## config.mk

```make
export PLATFORM = sky130hd
export DESIGN_NAME = ies_unit
export DESIGN_NICKNAME = d
export VERILOG_FILES = /design/src/rtl/ies_pkg.sv /design/src/rtl/ies_loc_regs.sv /design/src/rtl/ies_line.sv /design/src/rtl/ies_rd_mux.sv /design/src/rtl/ies_unit.sv
export SDC_FILE = /design/constraint.sdc
export NUM_CORES = 1
export LEC_CHECK = 0
export BUFFER_PORTS_ARGS = -buffer_cell sky130_fd_sc_hd__buf_2
export CAP_MARGIN = 20
export CORE_MARGIN = 4
export CORE_UTILIZATION = 49
export CTS_BUF_LIST = sky130_fd_sc_hd__clkbuf_4 sky130_fd_sc_hd__clkbuf_8 sky130_fd_sc_hd__clkbuf_16
export CTS_CLUSTER_DIAMETER = 80
export CTS_CLUSTER_SIZE = 16
export DETAILED_ROUTE_END_ITERATION = 10
export GPL_ROUTABILITY_DRIVEN = 0
export PLACE_DENSITY = 0.71
export SYNTH_ARGS = -nofsm -noshare
export SYNTH_HDL_FRONTEND = slang
export SYNTH_SLANG_ARGS = --single-unit
```

## constraint.sdc

```tcl
create_clock -name clk -period 1.6 [get_ports clk]
set_clock_uncertainty 0.05 [all_clocks]
set_input_delay 0.08 -clock clk [delete_from_list [all_inputs] [get_ports clk]]
set_output_delay 0.08 -clock clk [all_outputs]
set_load 0.01 [all_outputs]
```

## src/rtl/ies_pkg.sv

```systemverilog
package ies_pkg;
  localparam int WORD_W = 32;
  localparam int EVT_N  = 4;

  localparam logic [WORD_W-1:0] EVT_BITS  = 32'h0000_0087;
  localparam logic [WORD_W-1:0] EN_KEEP   = 32'h8000_0018 | EVT_BITS;
  localparam logic [WORD_W-1:0] EN_RESET  = 32'h0000_0008;
  localparam logic [WORD_W-1:0] CAP_VALUE = 32'h2000_0610 | EVT_BITS;

  localparam logic [9:0] W_EN  = 10'h002;
  localparam logic [9:0] W_VEC = 10'h003;
  localparam logic [9:0] W_ST  = 10'h004;
  localparam logic [9:0] W_CAP = 10'h005;
  localparam logic [9:0] W_ID  = 10'h3C0;
  localparam logic [9:0] W_REV = 10'h3C1;

  function automatic logic [WORD_W-1:0] evt_to_bits(input logic [EVT_N-1:0] e);
    logic [WORD_W-1:0] r;
    r = '0;
    r[0] = e[0];
    r[1] = e[1];
    r[2] = e[2];
    r[7] = e[3];
    return r;
  endfunction

  function automatic logic [WORD_W-1:0] lanes_to_mask(input logic [3:0] be);
    logic [WORD_W-1:0] m;
    for (int i = 0; i < 4; i++) m[i*8 +: 8] = {8{be[i]}};
    return m;
  endfunction
endpackage

```

## src/rtl/ies_loc_regs.sv

```systemverilog
module ies_loc_regs
  import ies_pkg::*;
(
  input  logic              clk,
  input  logic              rst,
  input  logic              en_we,
  input  logic              st_we,
  input  logic [WORD_W-1:0] wmask,
  input  logic [WORD_W-1:0] wdata,
  input  logic              evt_hit,
  input  logic [WORD_W-1:0] evt_bits,
  output logic [WORD_W-1:0] inte,
  output logic [WORD_W-1:0] ints,
  output logic              latched,
  output logic              st_zero_next
);
  logic [WORD_W-1:0] inte_q, ints_q, set_w, clr_w, ints_d;

  assign set_w  = (evt_hit && inte_q[31]) ? (evt_bits & inte_q & EVT_BITS) : '0;
  assign clr_w  = st_we ? (wdata & wmask & EVT_BITS) : '0;
  assign ints_d = (ints_q & ~clr_w) | set_w;

  always_ff @(posedge clk) begin
    if (rst) begin
      inte_q <= EN_RESET;
      ints_q <= '0;
    end else begin
      if (en_we) inte_q <= (inte_q & ~wmask) | (wdata & wmask & EN_KEEP);
      ints_q <= ints_d;
    end
  end

  assign inte         = inte_q;
  assign ints         = ints_q;
  assign latched      = |set_w;
  assign st_zero_next = (ints_d == '0);

  AST_NO_LATCH_WITHOUT_GLOBAL: assert property (@(posedge clk) disable iff (rst)
    !inte_q[31] |=> ((ints_q & ~$past(ints_q)) == '0));
  AST_ENABLE_HELD: assert property (@(posedge clk) disable iff (rst)
    !en_we |=> $stable(inte_q));
endmodule

```

## src/rtl/ies_line.sv

```systemverilog
module ies_line (
  input  logic clk,
  input  logic rst,
  input  logic any_latch,
  input  logic drop_req,
  input  logic pol_low,
  output logic irq_line,
  output logic irq_pin
);
  logic irq_q, pin_q;

  always_ff @(posedge clk) begin
    if (rst) begin
      irq_q <= 1'b0;
      pin_q <= 1'b1;
    end else begin
      if (any_latch)     irq_q <= 1'b1;
      else if (drop_req) irq_q <= 1'b0;
      pin_q <= pol_low ? ~irq_q : irq_q;
    end
  end

  assign irq_line = irq_q;
  assign irq_pin  = pin_q;

  AST_RISE_NEEDS_LATCH: assert property (@(posedge clk) disable iff (rst)
    $rose(irq_q) |-> $past(any_latch));
  AST_FALL_NEEDS_CLEAR: assert property (@(posedge clk) disable iff (rst)
    $fell(irq_q) |-> $past(drop_req));
endmodule

```

## src/rtl/ies_rd_mux.sv

```systemverilog
module ies_rd_mux
  import ies_pkg::*;
#(
  parameter int              NUM_LOC = 5,
  parameter int              LOC_W   = 3,
  parameter int              WIDX_W  = 10,
  parameter logic [WORD_W-1:0] VECTOR = 32'd5,
  parameter logic [15:0]     DEV_ID  = 16'h0001,
  parameter logic [15:0]     VEN_ID  = 16'h5A17,
  parameter logic [7:0]      REV_ID  = 8'h01
) (
  input  logic                           clk,
  input  logic                           rst,
  input  logic                           rd_req,
  input  logic                           loc_ok,
  input  logic [LOC_W-1:0]               loc_idx,
  input  logic [WIDX_W-1:0]              word,
  input  logic [NUM_LOC-1:0][WORD_W-1:0] inte_all,
  input  logic [NUM_LOC-1:0][WORD_W-1:0] ints_all,
  output logic [WORD_W-1:0]              rdata,
  output logic                           rvalid
);
  logic [WORD_W-1:0] val, rdata_q;
  logic              rvalid_q;

  always_comb begin
    val = '1;
    if (loc_ok) begin
      if      (word == WIDX_W'(W_EN))  val = inte_all[loc_idx];
      else if (word == WIDX_W'(W_ST))  val = ints_all[loc_idx];
      else if (word == WIDX_W'(W_VEC)) val = VECTOR;
      else if (word == WIDX_W'(W_CAP)) val = CAP_VALUE;
      else if (word == WIDX_W'(W_ID))  val = {DEV_ID, VEN_ID};
      else if (word == WIDX_W'(W_REV)) val = {24'h0, REV_ID};
    end
  end

  always_ff @(posedge clk) begin
    if (rst) begin
      rvalid_q <= 1'b0;
      rdata_q  <= '0;
    end else begin
      rvalid_q <= rd_req;
      if (rd_req) rdata_q <= val;
    end
  end

  assign rdata  = rdata_q;
  assign rvalid = rvalid_q;

  AST_READ_ONE_CYCLE: assert property (@(posedge clk) disable iff (rst)
    rvalid_q |-> $past(rd_req));
endmodule

```

## src/rtl/ies_unit.sv

```systemverilog
module ies_unit
  import ies_pkg::*;
#(
  parameter int              NUM_LOC = 5,
  parameter int              LOC_W   = 3,
  parameter int              OFF_W   = 12,
  parameter logic [31:0]     VECTOR  = 32'd5,
  parameter logic [15:0]     DEV_ID  = 16'h0001,
  parameter logic [15:0]     VEN_ID  = 16'h5A17,
  parameter logic [7:0]      REV_ID  = 8'h01
) (
  input  logic                     clk,
  input  logic                     rst,
  input  logic                     bus_req,
  input  logic                     bus_we,
  input  logic [LOC_W+OFF_W-1:0]   bus_addr,
  input  logic [3:0]               bus_be,
  input  logic [31:0]              bus_wdata,
  output logic [31:0]              bus_rdata,
  output logic                     bus_rvalid,
  input  logic                     act_valid,
  input  logic [LOC_W-1:0]         act_loc,
  input  logic [3:0]               evt_req,
  input  logic [LOC_W-1:0]         evt_loc,
  output logic                     irq_line,
  output logic                     irq_pin
);
  localparam int ADDR_W = LOC_W + OFF_W;
  localparam int WIDX_W = OFF_W - 2;
  localparam logic [LOC_W-1:0] LOC_LAST = LOC_W'(NUM_LOC - 1);

  logic [LOC_W-1:0]  bus_loc;
  logic [WIDX_W-1:0] word;
  logic              loc_ok, is_owner, wr_ok, evt_any, act_ok;
  logic [WORD_W-1:0] wmask, ebits;
  logic [NUM_LOC-1:0] en_we_v, st_we_v, hit_v, latch_v, zero_v;
  logic [NUM_LOC-1:0][WORD_W-1:0] inte_all, ints_all;
  logic              any_latch, drop_req, pol_low;

  assign bus_loc  = bus_addr[ADDR_W-1:OFF_W];
  assign word     = bus_addr[OFF_W-1:2];
  assign loc_ok   = (bus_loc <= LOC_LAST);
  assign act_ok   = act_valid && (act_loc <= LOC_LAST);
  assign is_owner = act_ok && (act_loc == bus_loc);
  assign wr_ok    = bus_req && bus_we && is_owner;
  assign wmask    = lanes_to_mask(bus_be);
  assign evt_any  = |evt_req;
  assign ebits    = evt_to_bits(evt_req);

  for (genvar i = 0; i < NUM_LOC; i++) begin : g_loc
    assign en_we_v[i] = wr_ok && (word == WIDX_W'(W_EN)) && (bus_loc == LOC_W'(i));
    assign st_we_v[i] = wr_ok && (word == WIDX_W'(W_ST)) && (bus_loc == LOC_W'(i));
    assign hit_v[i]   = evt_any && (evt_loc == LOC_W'(i));

    ies_loc_regs u_regs (
      .clk          (clk),
      .rst          (rst),
      .en_we        (en_we_v[i]),
      .st_we        (st_we_v[i]),
      .wmask        (wmask),
      .wdata        (bus_wdata),
      .evt_hit      (hit_v[i]),
      .evt_bits     (ebits),
      .inte         (inte_all[i]),
      .ints         (ints_all[i]),
      .latched      (latch_v[i]),
      .st_zero_next (zero_v[i])
    );
  end

  assign any_latch = |latch_v;
  assign drop_req  = |(st_we_v & zero_v);
  assign pol_low   = act_ok ? inte_all[act_loc][3] : 1'b1;

  ies_line u_line (
    .clk       (clk),
    .rst       (rst),
    .any_latch (any_latch),
    .drop_req  (drop_req),
    .pol_low   (pol_low),
    .irq_line  (irq_line),
    .irq_pin   (irq_pin)
  );

  ies_rd_mux #(
    .NUM_LOC (NUM_LOC),
    .LOC_W   (LOC_W),
    .WIDX_W  (WIDX_W),
    .VECTOR  (VECTOR),
    .DEV_ID  (DEV_ID),
    .VEN_ID  (VEN_ID),
    .REV_ID  (REV_ID)
  ) u_rd (
    .clk      (clk),
    .rst      (rst),
    .rd_req   (bus_req && !bus_we),
    .loc_ok   (loc_ok),
    .loc_idx  (bus_loc),
    .word     (word),
    .inte_all (inte_all),
    .ints_all (ints_all),
    .rdata    (bus_rdata),
    .rvalid   (bus_rvalid)
  );

  AST_FOREIGN_WRITE_NO_ENABLE: assert property (@(posedge clk) disable iff (rst)
    (bus_req && bus_we && !is_owner) |=> $stable(inte_all));
endmodule

```

Yosys cells after proc, flatten, opt, wreduce, memory -nomap -nowiden
Cells that the tools add are included.

operators by class
  $lt $le $gt $ge = 4
  equality and inequality tests = 15
  muxes and demuxes = 27
  bitwise gates (word level) = 34
  reductions and logical operators = 39

operator list
  operator              count
  $and 32x32->32        11
  $or 32x32->32         10
  $bmux 32 s3           3
  $mux 32               9
  $not 32->32           6
  $logic_not 32->1      5
  $reduce_or 160->1     1
  $mux 8                10
  $and 8x8->8           5
  $logic_and 1x1->1     27
  $eq 10x10->1 const B  2
  $eq 10x2->1 const B   2
  $eq 10x3->1 const B   2
  $eq 3x2->1 const B    4
  $lt 3x4->1 const B    2
  $eq 3x1->1 const B    2
  $eq 3x3->1 const B    2
  $le 3x3->1 const B    2
  $logic_not 3->1       2
  $and 5x5->5           1
  $reduce_or 5->1       1
  $mux 1                4
  $mux 4                1
  $reduce_or 4->1       1
  4 further kinds       4

word-level totals
  register bits after elaboration = 355
  bits of input ports = 66
  output and inout bits = 35
  logic and storage cells = 133

Logic depth before layout (Yosys ltp)
  depth in word-level cells = 15
  mapped depth = 8
  mapped depth without buffers = 5

Cells and area by module
Synthesis repeated with hierarchy kept, for this count alone.

unflattened totals
  cell total of the unflattened synthesis = 1484
  area, all modules = 12623.4 sq um

by module, submodules not included
  module        instances  cells each  area each (sq um)  seq. area each (sq um)
  ies_loc_regs  5          167         1601.5             720.7
  ies_rd_mux    1          583         4127.7             660.6
  ies_unit      1          59          414.1              0.0
  ies_line      1          7           73.8               40.0

Least setup slack after synthesis
No wires, ideal clock.

  kind = input -> register
  start point = input bus_addr[11]
  end point = register g_loc[1].u_regs.inte_q[10]
  library setup time = 0.115 ns
  arrival = 1.588 ns
  required time = 1.435 ns
  path slack = -0.153 ns
  cell stages on the path = 7
  buffers on the path = 2
  cell sequence = or4_4 -> nor4_4 -> buf_4 -> and3_1 -> buf_4 -> a21oi_2 -> and2_1

on the way
  word-level cells in the longest chain between the ends = 3

RTL lines
  element                          line                source
  from (decl)                      ies_unit.sv:16      input logic [LOC_W+OFF_W-1:0] bus_addr,
  $eq 10x2->1                      ies_unit.sv:51      assign en_we_v[i] = wr_ok && (word == WIDX_W'(W_EN)) && (bus_loc == LOC_W'(i));
  $logic_and 1x1->1 (2 in series)  ies_unit.sv:51
  to (signal assigned)             ies_loc_regs.sv:28  if (en_we) inte_q <= (inte_q & ~wmask) | (wdata & wmask & EN_KEEP);
  to (decl)                        ies_loc_regs.sv:17  logic [WORD_W-1:0] inte_q, ints_q, set_w, clr_w, ints_d;

Every way passes these cells.
A chain may end at the register's enable or synchronous reset.

==> metrics <==
logic gate share of total power=0.077; largest fanout on the critical path=3; area grow syn2layout=23.2%; initial drt markers=774; initial core utilization=0.498; Mapped Nets=1004; clock buffer depth=3; DRT Wirelength=25.1 mm; CTS HTree Levels=1; CTS root buffer=clkbuf_16; RSZ-0062 raised after global routing=yes; clock transition at the registers of the reported paths=0.07 ns; Buf/Inv on CP=0; min setup slack post-route=-0.112 ns; Final Max Slew Viols=0; largest net degree at the start of global routing=62; dominant synthesized flop cell=dfxtp_1; Fin. Hold Viols=0; layout filler cell count=1522; CTS sink cnt=215; # Max-Cap Violations=0; crit path cell chain=nand4bb_1 -> or3_1 -> a41oi_1 -> a311oi_1 -> o32ai_1; global-route wire length before repair=40.3 mm; critical path data required time=1.92 ns; DR WL/cell=18.7 um; Async SR Flop Fraction=0; top-area cell type share of the netlist area=0.481; switch share=0.228; Crit path max-delay family=compound AO/OA/AOI/OAI gates; CP endpoint kind=register; number of antenna repair diodes=0; clock network power share=0.387; DR pass1 iterations=8; Area after DPL=0.0104 sq mm; Int Pwr=7.83 mW; hold_ws=0.00989 ns; Final HPWL DP=17.8 mm; chip width=143 um; Avg Inst Size Synth=9.54 sq um; initial antenna violation count=0; slowest cell on the critical path=dfxtp_1; CTS tree=built; DIE AREA=0.0205 sq mm; Synthesis Warnings=0; Tcrit/Tclk final=1.07; ratio of cells with drive above 1 in the final layout=0.265; slowest stage delay, CP=0.39 ns; Pwr Density=920 mW/mm^2; critical path class=register to register; Core ar.=0.0180 sq mm; fin util=0.614; drt drc=0; Top Ports=101; Flop pwr share=0.536; post-route minimum period=1.71 ns; Yosys reg bits=215; Nets=1180; Pleak=4.56 nW; status=complete, but fails checks; DIE HEIGHT=143 um; Slew HR=0.577; antenna-violating nets left=0; Final Cell Area=0.0110 sq mm; via-per-instance ratio=5.75; mapped cell area=0.00895 sq mm; Seq/Total Area, Yosys=0.481; Worst-Margin Slew=0.634 ns; Post-Syn Instances=938; Netlist cell types=63; Final setup viols=1; row cnt=49; FMAX=0.584 GHz; Port Buf Inserts=73; Critical Path Start Type=register; Peak VDD IR=780 uV; vias in the first global route=7438; aggregate global-route resource usage=0.246; failing checks=setup timing; total grt overflow=0; Sw Pwr=2.31 mW; via count=7730; cell taking the most area after synthesis=dfxtp_1; HP Class=input pin to register; top post-synthesis cells by area=dfxtp_1, mux4_2, and2_1; Post-synth EDFFs=0; Crit path arrival time=2.03 ns; clock latency at the later pin of the worst-skew pair=0.48 ns; Num CTS Buffers=17
cell type report:
type,count,area [sq um],share of cell area
Multi-Input combinational cell,629,4300,0.390
Timing Repair Buffer,215,1530,0.139
Tap cell,229,287,0.0260
Sequential cell,215,4310,0.390
Clock buffer,18,439,0.0398
Clock inverter,2,35.0,0.00318
Inverter,36,135,0.0123
cells in the mapped netlist (2+ instances only):
cell       number
nor3_1          3
and2_1         82
nand4_2         5
or3_1           2
nor4b_1         2
nand2_1        88
or2_2           2
o21ai_0        83
and3b_1         2
nor2_1         35
nor2b_1         5
a21oi_2         6
nor4_4          2
mux4_2         37
buf_2          14
nand4bb_1       3
nand2b_1        5
buf_4           6
nor3b_1         2
o22ai_1         2
a222oi_1        8
and3_1         50
a21boi_0        2
a32oi_1         2
xor2_1          3
dfxtp_1       215
inv_1          36
nand3_1        64
a21oi_1        84
a22oi_1         5
nor4_1          2
o211ai_1        3
a211o_1         2
nand4_1         4
clkbuf_1       35
mux2i_1         7
a211oi_1        2
o311ai_0        3
cell families after synthesis:
group	Yosys count	synth area share
buf+inv	94	0.0449
compound gates	212	0.138
simple gates	369	0.231
mux	44	0.101
xor+xnor	4	0.00392
flops	215	0.481
metrics by stage:
| step | total power, mW | setup WS [ns] | instances | TNS [ns] |
|---|---|---|---|---|
| after global routing | 10.5 | -0.135 | 1344 | -0.135 |
| after CTS | 10.2 | -0.0315 | 1342 | -0.0315 |
| after global placement | 6.30 | -0.481 | 1310 | -69.52 |
| after floorplan | 5.90 | -0.135 | 938 | -14.21 |
| final | 10.1 | -0.112 | 1344 | -0.112 |
| after detailed placement | 6.30 | -0.507 | 1310 | -76.21 |
layer usage:
metal / share of wire / GRT usage / wire [um] / vias up
li1: - / - / - / 3676
met1: 0.45 / 0.357 / 11200 / 3700
met2: 0.46 / 0.384 / 11400 / 304
met3: 0.073 / 0.0392 / 1830 / 50
met4: 0.025 / 0.0625 / 618 / 0
met5: 0 / 0 / 0 / -
power by group through the flow:
stage	registers, mW	clock network [mW]	logic, mW
after global routing	5.44	4.19	0.844
after global placement	5.56	0	0.741
after detailed placement	5.56	0	0.746
final	5.43	3.93	0.784
after floorplan	5.58	0	0.324
after CTS	5.43	3.98	0.775
final timing paths:
path	to	slack (ns)	from	cells after the start
min reg2reg	g_loc[3].u_regs.inte[16]$_SDFFE_PP0P_	0.40	g_loc[3].u_regs.inte[16]$_SDFFE_PP0P_	1
max	u_line.irq_line$_SDFFE_PP0P_	-0.11	register	5
max reg2reg	u_line.irq_line$_SDFFE_PP0P_	-0.11	register	5
min	u_rd.rvalid$_SDFF_PP0_	0.01	bus_req	4
layout by cell type (no fill, tap or decap), types with 7 or more instances in the layout:
| master | count |
|---|---|
| a222oi_1 | 8 |
| and3_1 | 49 |
| inv_1 | 35 |
| dlygate4sd3_1 | 12 |
| nor2_1 | 34 |
| buf_4 | 124 |
| buf_2 | 73 |
| clkbuf_16 | 17 |
| mux4_2 | 37 |
| dfxtp_1 | 214 |
| o21ai_0 | 82 |
| a21oi_2 | 8 |
| mux2i_1 | 7 |
| a21oi_1 | 82 |
| nand2_1 | 88 |
| and2_1 | 82 |
| nand3_1 | 64 |
tightest hold or removal path, delay by kind of cell:
kind          cells  cell delay, ns
simple gates      2            0.23
buf+inv           2            0.19
repair_timing:
item                                    CTS  global route
gates resized for setup                   5             4
setup buffers                             0             2
pin swaps                                 2             5
endpoints found under the hold margin    42             0
endpoints found under the setup margin    9            84
hold buffers                             12             0
Note: power is estimated with default switching activity, not from simulation.
